## src/rtl/kwdt_pkg.sv

```systemverilog
// Shared constants for the keyed watchdog.
// Assumes a 5-bit key in the top of the control byte and a 3-bit select below it.
package kwdt_pkg;
    localparam logic [4:0] KEY_RUN  = 5'b01010;
    localparam logic [4:0] KEY_STOP = 5'b10101;
    localparam logic [7:0] CTRL_POR = 8'h53;
    localparam int unsigned SPAN_RANGE = 10;

    // Exponent offset above the base for each select code.
    function automatic int unsigned sel_offset(input logic [2:0] s);
        case (s)
            3'd0:    sel_offset = 0;
            3'd1:    sel_offset = 2;
            3'd2:    sel_offset = 4;
            3'd3:    sel_offset = 6;
            3'd4:    sel_offset = 7;
            3'd5:    sel_offset = 8;
            3'd6:    sel_offset = 9;
            default: sel_offset = 10;
        endcase
    endfunction
endpackage

```

## src/rtl/kwdt_ctrl_reg.sv

```systemverilog
// Control byte storage and key decode.
// A restore request returns the byte to its power-on value and takes
// priority over a write in the same cycle. The key is decoded from the
// stored byte on every cycle, so an upset flop is seen as a fault too.
module kwdt_ctrl_reg
    import kwdt_pkg::*;
(
    input  logic       clk,
    input  logic       rst_n,
    input  logic       wr_en,
    input  logic [7:0] wr_data,
    input  logic       restore,
    output logic [7:0] ctrl_q,
    output logic       key_bad,
    output logic       run_en,
    output logic [2:0] sel
);
    logic [7:0] ctrl_r;
    logic [4:0] key;

    // Hold the control byte: reset or restore to the power-on value, else take writes.
    always_ff @(posedge clk) begin
        if (!rst_n || restore)
            ctrl_r <= CTRL_POR;
        else if (wr_en)
            ctrl_r <= wr_data;
    end

    // Split the stored byte into key and select and classify the key.
    always_comb begin
        key     = ctrl_r[7:3];
        sel     = ctrl_r[2:0];
        key_bad = (key != KEY_RUN) && (key != KEY_STOP);
        run_en  = (key != KEY_STOP);
    end

    assign ctrl_q = ctrl_r;
endmodule

```

## src/rtl/kwdt_count.sv

```systemverilog
// Timeout counter.
// It counts tick enables from zero and raises hit on the tick that completes
// 2^(BASE_EXP+offset) ticks. It is held at zero while stopped and cleared by
// clr. Assumes BASE_EXP >= 1, so a span is never a single tick.
module kwdt_count
    import kwdt_pkg::*;
#(
    parameter int unsigned BASE_EXP = 8
) (
    input  logic       clk,
    input  logic       rst_n,
    input  logic       tick,
    input  logic       en,
    input  logic       clr,
    input  logic [2:0] sel,
    output logic       hit
);
    localparam int unsigned CNT_W = BASE_EXP + SPAN_RANGE;

    logic [CNT_W-1:0] cnt_q;
    logic [CNT_W:0]   span;
    logic [CNT_W-1:0] lim;

    // Terminal count for the selected span.
    always_comb begin
        span = {{CNT_W{1'b0}}, 1'b1} << (BASE_EXP + sel_offset(sel));
        lim  = span[CNT_W-1:0] - {{(CNT_W-1){1'b0}}, 1'b1};
        hit  = en && !clr && tick && (cnt_q == lim);
    end

    // Advance on ticks, wrap on the terminal tick, zero when stopped or cleared.
    always_ff @(posedge clk) begin
        if (!rst_n || !en || clr)
            cnt_q <= '0;
        else if (tick)
            cnt_q <= (cnt_q == lim) ? '0 : cnt_q + {{(CNT_W-1){1'b0}}, 1'b1};
    end


    stopped_zero_chk: assert property (@(posedge clk) disable iff (!rst_n)
        !en |=> (cnt_q == '0));


    no_tick_hold_chk: assert property (@(posedge clk) disable iff (!rst_n)
        (en && !clr && !tick) |=> $stable(cnt_q));
endmodule

```

## src/rtl/kwdt_fault_dly.sv

```systemverilog
// Key-fault delay.
// A bad key arms a down-counter. fire is raised for one cycle when the
// count runs out, DELAY+1 edges after the bad key was stored. Once armed,
// the counter ignores the key until it fires. Assumes DELAY >= 1.
module kwdt_fault_dly #(
    parameter int unsigned DELAY = 4
) (
    input  logic clk,
    input  logic rst_n,
    input  logic key_bad,
    output logic fire
);
    localparam int unsigned DW = (DELAY < 2) ? 1 : $clog2(DELAY);

    logic          pend_q;
    logic [DW-1:0] dly_q;

    // Fire when the armed count has run out.
    assign fire = pend_q && (dly_q == '0);

    // Arm on a bad key, count down, disarm after firing.
    always_ff @(posedge clk) begin
        if (!rst_n) begin
            pend_q <= 1'b0;
            dly_q  <= '0;
        end else if (!pend_q) begin
            if (key_bad) begin
                pend_q <= 1'b1;
                dly_q  <= DW'(DELAY - 1);
            end
        end else if (fire) begin
            pend_q <= 1'b0;
        end else begin
            dly_q <= dly_q - {{(DW-1){1'b0}}, 1'b1};
        end
    end


    pend_hold_chk: assert property (@(posedge clk) disable iff (!rst_n)
        (pend_q && dly_q != '0) |=> pend_q);
endmodule

```

## src/rtl/kwdt_top.sv

```systemverilog
// Keyed-enable watchdog top.
// It joins the control byte, the timeout counter and the key-fault delay,
// and registers the reset pulse and the sticky cause flag. Assumes wd_tick
// is a one-cycle enable already in the clk domain.
module kwdt_top
    import kwdt_pkg::*;
#(
    parameter int unsigned BASE_EXP = 8,
    parameter int unsigned DELAY    = 4
) (
    input  logic       clk,
    input  logic       rst_n,
    input  logic       wd_tick,
    input  logic       wr_en,
    input  logic [7:0] wr_data,
    input  logic       kick,
    input  logic       flag_clr,
    output logic [7:0] ctrl_q,
    output logic       wdt_rst,
    output logic       rst_flag
);
    logic       key_bad, run_en, fault_fire, cnt_hit, rst_req;
    logic [2:0] sel;
    logic       rst_q, flag_q;

    assign rst_req = fault_fire | cnt_hit;

    kwdt_ctrl_reg u_ctrl (
        .clk     (clk),
        .rst_n   (rst_n),
        .wr_en   (wr_en),
        .wr_data (wr_data),
        .restore (rst_req),
        .ctrl_q  (ctrl_q),
        .key_bad (key_bad),
        .run_en  (run_en),
        .sel     (sel)
    );

    kwdt_count #(.BASE_EXP(BASE_EXP)) u_cnt (
        .clk   (clk),
        .rst_n (rst_n),
        .tick  (wd_tick),
        .en    (run_en),
        .clr   (kick | wr_en | fault_fire),
        .sel   (sel),
        .hit   (cnt_hit)
    );

    kwdt_fault_dly #(.DELAY(DELAY)) u_flt (
        .clk     (clk),
        .rst_n   (rst_n),
        .key_bad (key_bad),
        .fire    (fault_fire)
    );

    // Register the reset pulse and the sticky flag; a new reset beats a clear.
    always_ff @(posedge clk) begin
        if (!rst_n) begin
            rst_q  <= 1'b0;
            flag_q <= 1'b0;
        end else begin
            rst_q <= rst_req;
            if (rst_req)
                flag_q <= 1'b1;
            else if (flag_clr)
                flag_q <= 1'b0;
        end
    end

    assign wdt_rst  = rst_q;
    assign rst_flag = flag_q;


    one_cycle_pulse_chk: assert property (@(posedge clk) disable iff (!rst_n)
        wdt_rst |=> !wdt_rst);


    restore_por_chk: assert property (@(posedge clk) disable iff (!rst_n)
        wdt_rst |-> (ctrl_q == CTRL_POR));


    flag_with_rst_chk: assert property (@(posedge clk) disable iff (!rst_n)
        wdt_rst |-> rst_flag);
endmodule

```

## config.mk

```make
export PLATFORM = sky130hd
export DESIGN_NAME = kwdt_top
export DESIGN_NICKNAME = d
export VERILOG_FILES = /design/src/rtl/kwdt_pkg.sv /design/src/rtl/kwdt_ctrl_reg.sv /design/src/rtl/kwdt_count.sv /design/src/rtl/kwdt_fault_dly.sv /design/src/rtl/kwdt_top.sv
export SDC_FILE = /design/constraint.sdc
export NUM_CORES = 1
export LEC_CHECK = 0
export ABC_AREA = 1
export CORE_MARGIN = 2
export CORE_UTILIZATION = 40
export CTS_CLUSTER_DIAMETER = 30
export CTS_CLUSTER_SIZE = 30
export DETAILED_ROUTE_END_ITERATION = 8
export PLACE_DENSITY = 0.67
export SYNTH_ARGS = -nofsm -noshare
export SYNTH_HDL_FRONTEND = slang
export SYNTH_SLANG_ARGS = --single-unit
```

## constraint.sdc

```tcl
create_clock -name clk -period 2 [get_ports clk]
set_input_delay 0.4 -clock clk [delete_from_list [all_inputs] [get_ports clk]]
set_output_delay 0.4 -clock clk [all_outputs]
set_load 0.01 [all_outputs]
```

==> out/results.ini <==
[place]
place_ws_ns=0.0907
dp.cells=319
portBuffers=23
gp_congestion=0.847
dp_hpwl_um=2720

[clock_tree]
cts_buffers=5
cts_root_buf=clkbuf_8
clock_latency_ns=0.28
htree_num_levels=2
cts.repair.resized=0
cts_tree=built
clock_sinks=31
clkTransAtPathRegs_ns=0.06
postCtsSetupRepairBufs=0
ctsHoldBuffers=0
clk_path_buf_depth=2

[worst_hold_path]
hold_end=rst_flag
min_delay_path_depth=2
min_path_type=flop to flop
hold_start=rst_flag

[yosys]
yosysSeqAreaShare=0.382
synth_compound_area_frac=0.0486
yosysWarnings=0
synth_most_common_cell=nand2_1
ys_seq_elements=31
postSynthAreaPerCell_um2=6.65
synth_top_flop_cell=dfxtp_1
synth_top_family_by_area=simple AND/OR/NAND/NOR gates
synthDistinctLibCells=25
synth_top_area_share=0.382
yosys.area_share.xor_xnor=0.0378
synth_area_leaders=dfxtp_1, nand2_1, nor2_1
synth_nets=261
synthSimpleGateAreaFrac=0.379
syn_area_mm2=0.00162
synthTopCellsByCount=nand2_1, nor2_1, inv_1
synthArstFlopShare=0
syn_inst=244
synth_top_cell_by_area=dfxtp_1
synth_adder_area_share=0.0231
synth_edf_count=0
synth_mux_area_frac=0.0254

[job]
timing.max_cap.violations=0

[global_routing]
antenna_found_initial=0
grt_pass1_vias=1428
use_met3=0.0600
gr-usage-met1=0.216
grtUsageMet2=0.288
grt_most_used_layer=met2
grt-ovfl-total=0
track_usage=0.176
grt_max_degree=17
grt_pass1_wl_um=6100

[floorplan]
fp.dieH_um=67.7
die_x_um=67.7
coreArea_mm2=0.00394
io_pins=24
die-area_mm2=0.00458
start_util=0.412
fp-row-count=23

[sta]
fin_skew_ns=0.00658
maxSlewHeadroom=0.772
worst_pin_slew_ns=0.341
finalHoldViolations=0
fin_crit_ns=1.81
setup_violations=0
timing.final.ws_setup_ns=0.194
finalCritPeriodShare=0.903
tns_ns=0
fmax_mhz=554
slew_violations=0
rsz0062_at_grt=no

[cells_and_area]
diodes=0
drive_gt1_frac=0.0758
fin_nets=293
syn_to_final_growth_pct=26.1
final_cells=327

[pwr]
p_int_mw=1.07
power.leakage_nw=0.928
power_frac_seq=0.471
power_switching_mw=0.366
power_frac_comb=0.154
p_clk_frac=0.375
power_density_mw_per_mm2=703
power.share.switching=0.254
vdd_drop_max_mv=0.432

[setup_path]
crit_buf_inv=1
cp_max_fo=9
path_cells=clkdlybuf4s50_1
timing.critical_path.arrival_ns=1.41
critical-path-slowest-cell=clkdlybuf4s50_1
critPathTopFamily=buffers and inverters
start_kind=flop
timing.rr.start=u_flt.dly_q[0]
slowest_delay_ns=0.61
rrSetupSlack_ns=0.39
worstPathRequired_ns=1.60
critPathKind=flop to primary output
critPathCaptureType=primary output
r2r_end=u_ctrl.ctrl_q[5]
cp_num_cells=1
rr_worst_depth=8

[route]
drc=0
drtIter0Drc=85
wire_per_inst_um=10.8
ant_nets=0
vias=1527
via_per_inst=4.67
wirelength_um=3520
first_pass_iters=4

[outcome]
status=finished clean

-- through the flow --
step / power [mW] / hold WS (ns) / area [um2] / utilization
finish: 1.44 / 0.480 / 2050 / 0.519
global route: 1.52 / 0.519 / 2050 / 0.519
CTS: 1.46 / 0.484 / 2050 / 0.519
detailed placement: 0.914 / 0.473 / 1950 / 0.494
global placement: 0.911 / 0.457 / 1950 / 0.494
floorplan: 0.819 / 0.481 / 1620 / -
-- layout by cell type, fill, tap and decap left out, types with 3 or more instances in the layout --
cell type and count:
nor3_1 6, nor2_2 3, inv_1 34, o21ai_0 9
dfxtp_1 31, nand4_1 10, a21oi_1 4, xor2_1 4
nand2_1 63, buf_4 6, xnor2_1 3, mux2i_1 3
nor2_1 35, clkbuf_8 7, ha_1 3, clkdlybuf4s50_1 23
nand3_1 23
-- power by group through the flow --
stage	Combinational [mW]	Sequential (mW)	Clock (mW)
floorplan	0.128	0.691	0
finish	0.222	0.678	0.540
global route	0.255	0.683	0.587
CTS	0.224	0.678	0.558
detailed placement	0.222	0.691	0
global placement	0.220	0.691	0
-- cell type report --
class	instances	area, um2
Clock buffer	8	100
Fill cell	402	1900
Inverter	36	135
Multi-Input combinational cell	172	833
Sequential cell	31	621
Tap cell	50	62.6
Timing Repair Buffer	30	295
-- sequential cells by signal (all words and copies together), names as in the netlist --
signal         count
rst_flag           1
wdt_rst            1
u_ctrl.ctrl_q      8
u_flt.dly_q        2
u_cnt.cnt_q       18
u_flt.pend_q       1
-- per-layer routing --
metal	part of all wire	vias up
met2	0.47	19
met4	0.0085	0
met1	0.49	673
met3	0.032	5
met5	0	-
li1	-	830
-- cells by family (layout without fill, tap and decap cells) --
kind of cell / Yosys count / after routing
simple gates: 143 / 143
buf+inv: 41 / 74
flops: 31 / 31
compound gates: 15 / 15
xor+xnor: 7 / 7
mux: 4 / 4
fa+ha+maj: 3 / 3
-- tightest hold or removal path, cell delays in order (launching register included) --
cell and delay, ns:
dfxtp_1 0.31, nand3b_1 0.08, nand2_1 0.05
-- worst max path at each step --
stage,from,to,slack (ns)
after floorplan,u_flt.dly_q[0],u_ctrl.ctrl_q[2],0.55
after global placement,wd_tick,u_cnt.cnt_q[12],0.13
after detailed placement,wd_tick,u_cnt.cnt_q[16],0.09
after CTS,u_ctrl.ctrl_q[2],ctrl_q[2],0.19
after global routing,u_flt.dly_q[0],u_ctrl.ctrl_q[2],0.08
final,u_ctrl.ctrl_q[2],ctrl_q[2],0.19
Power figures use the tool's default switching activity.
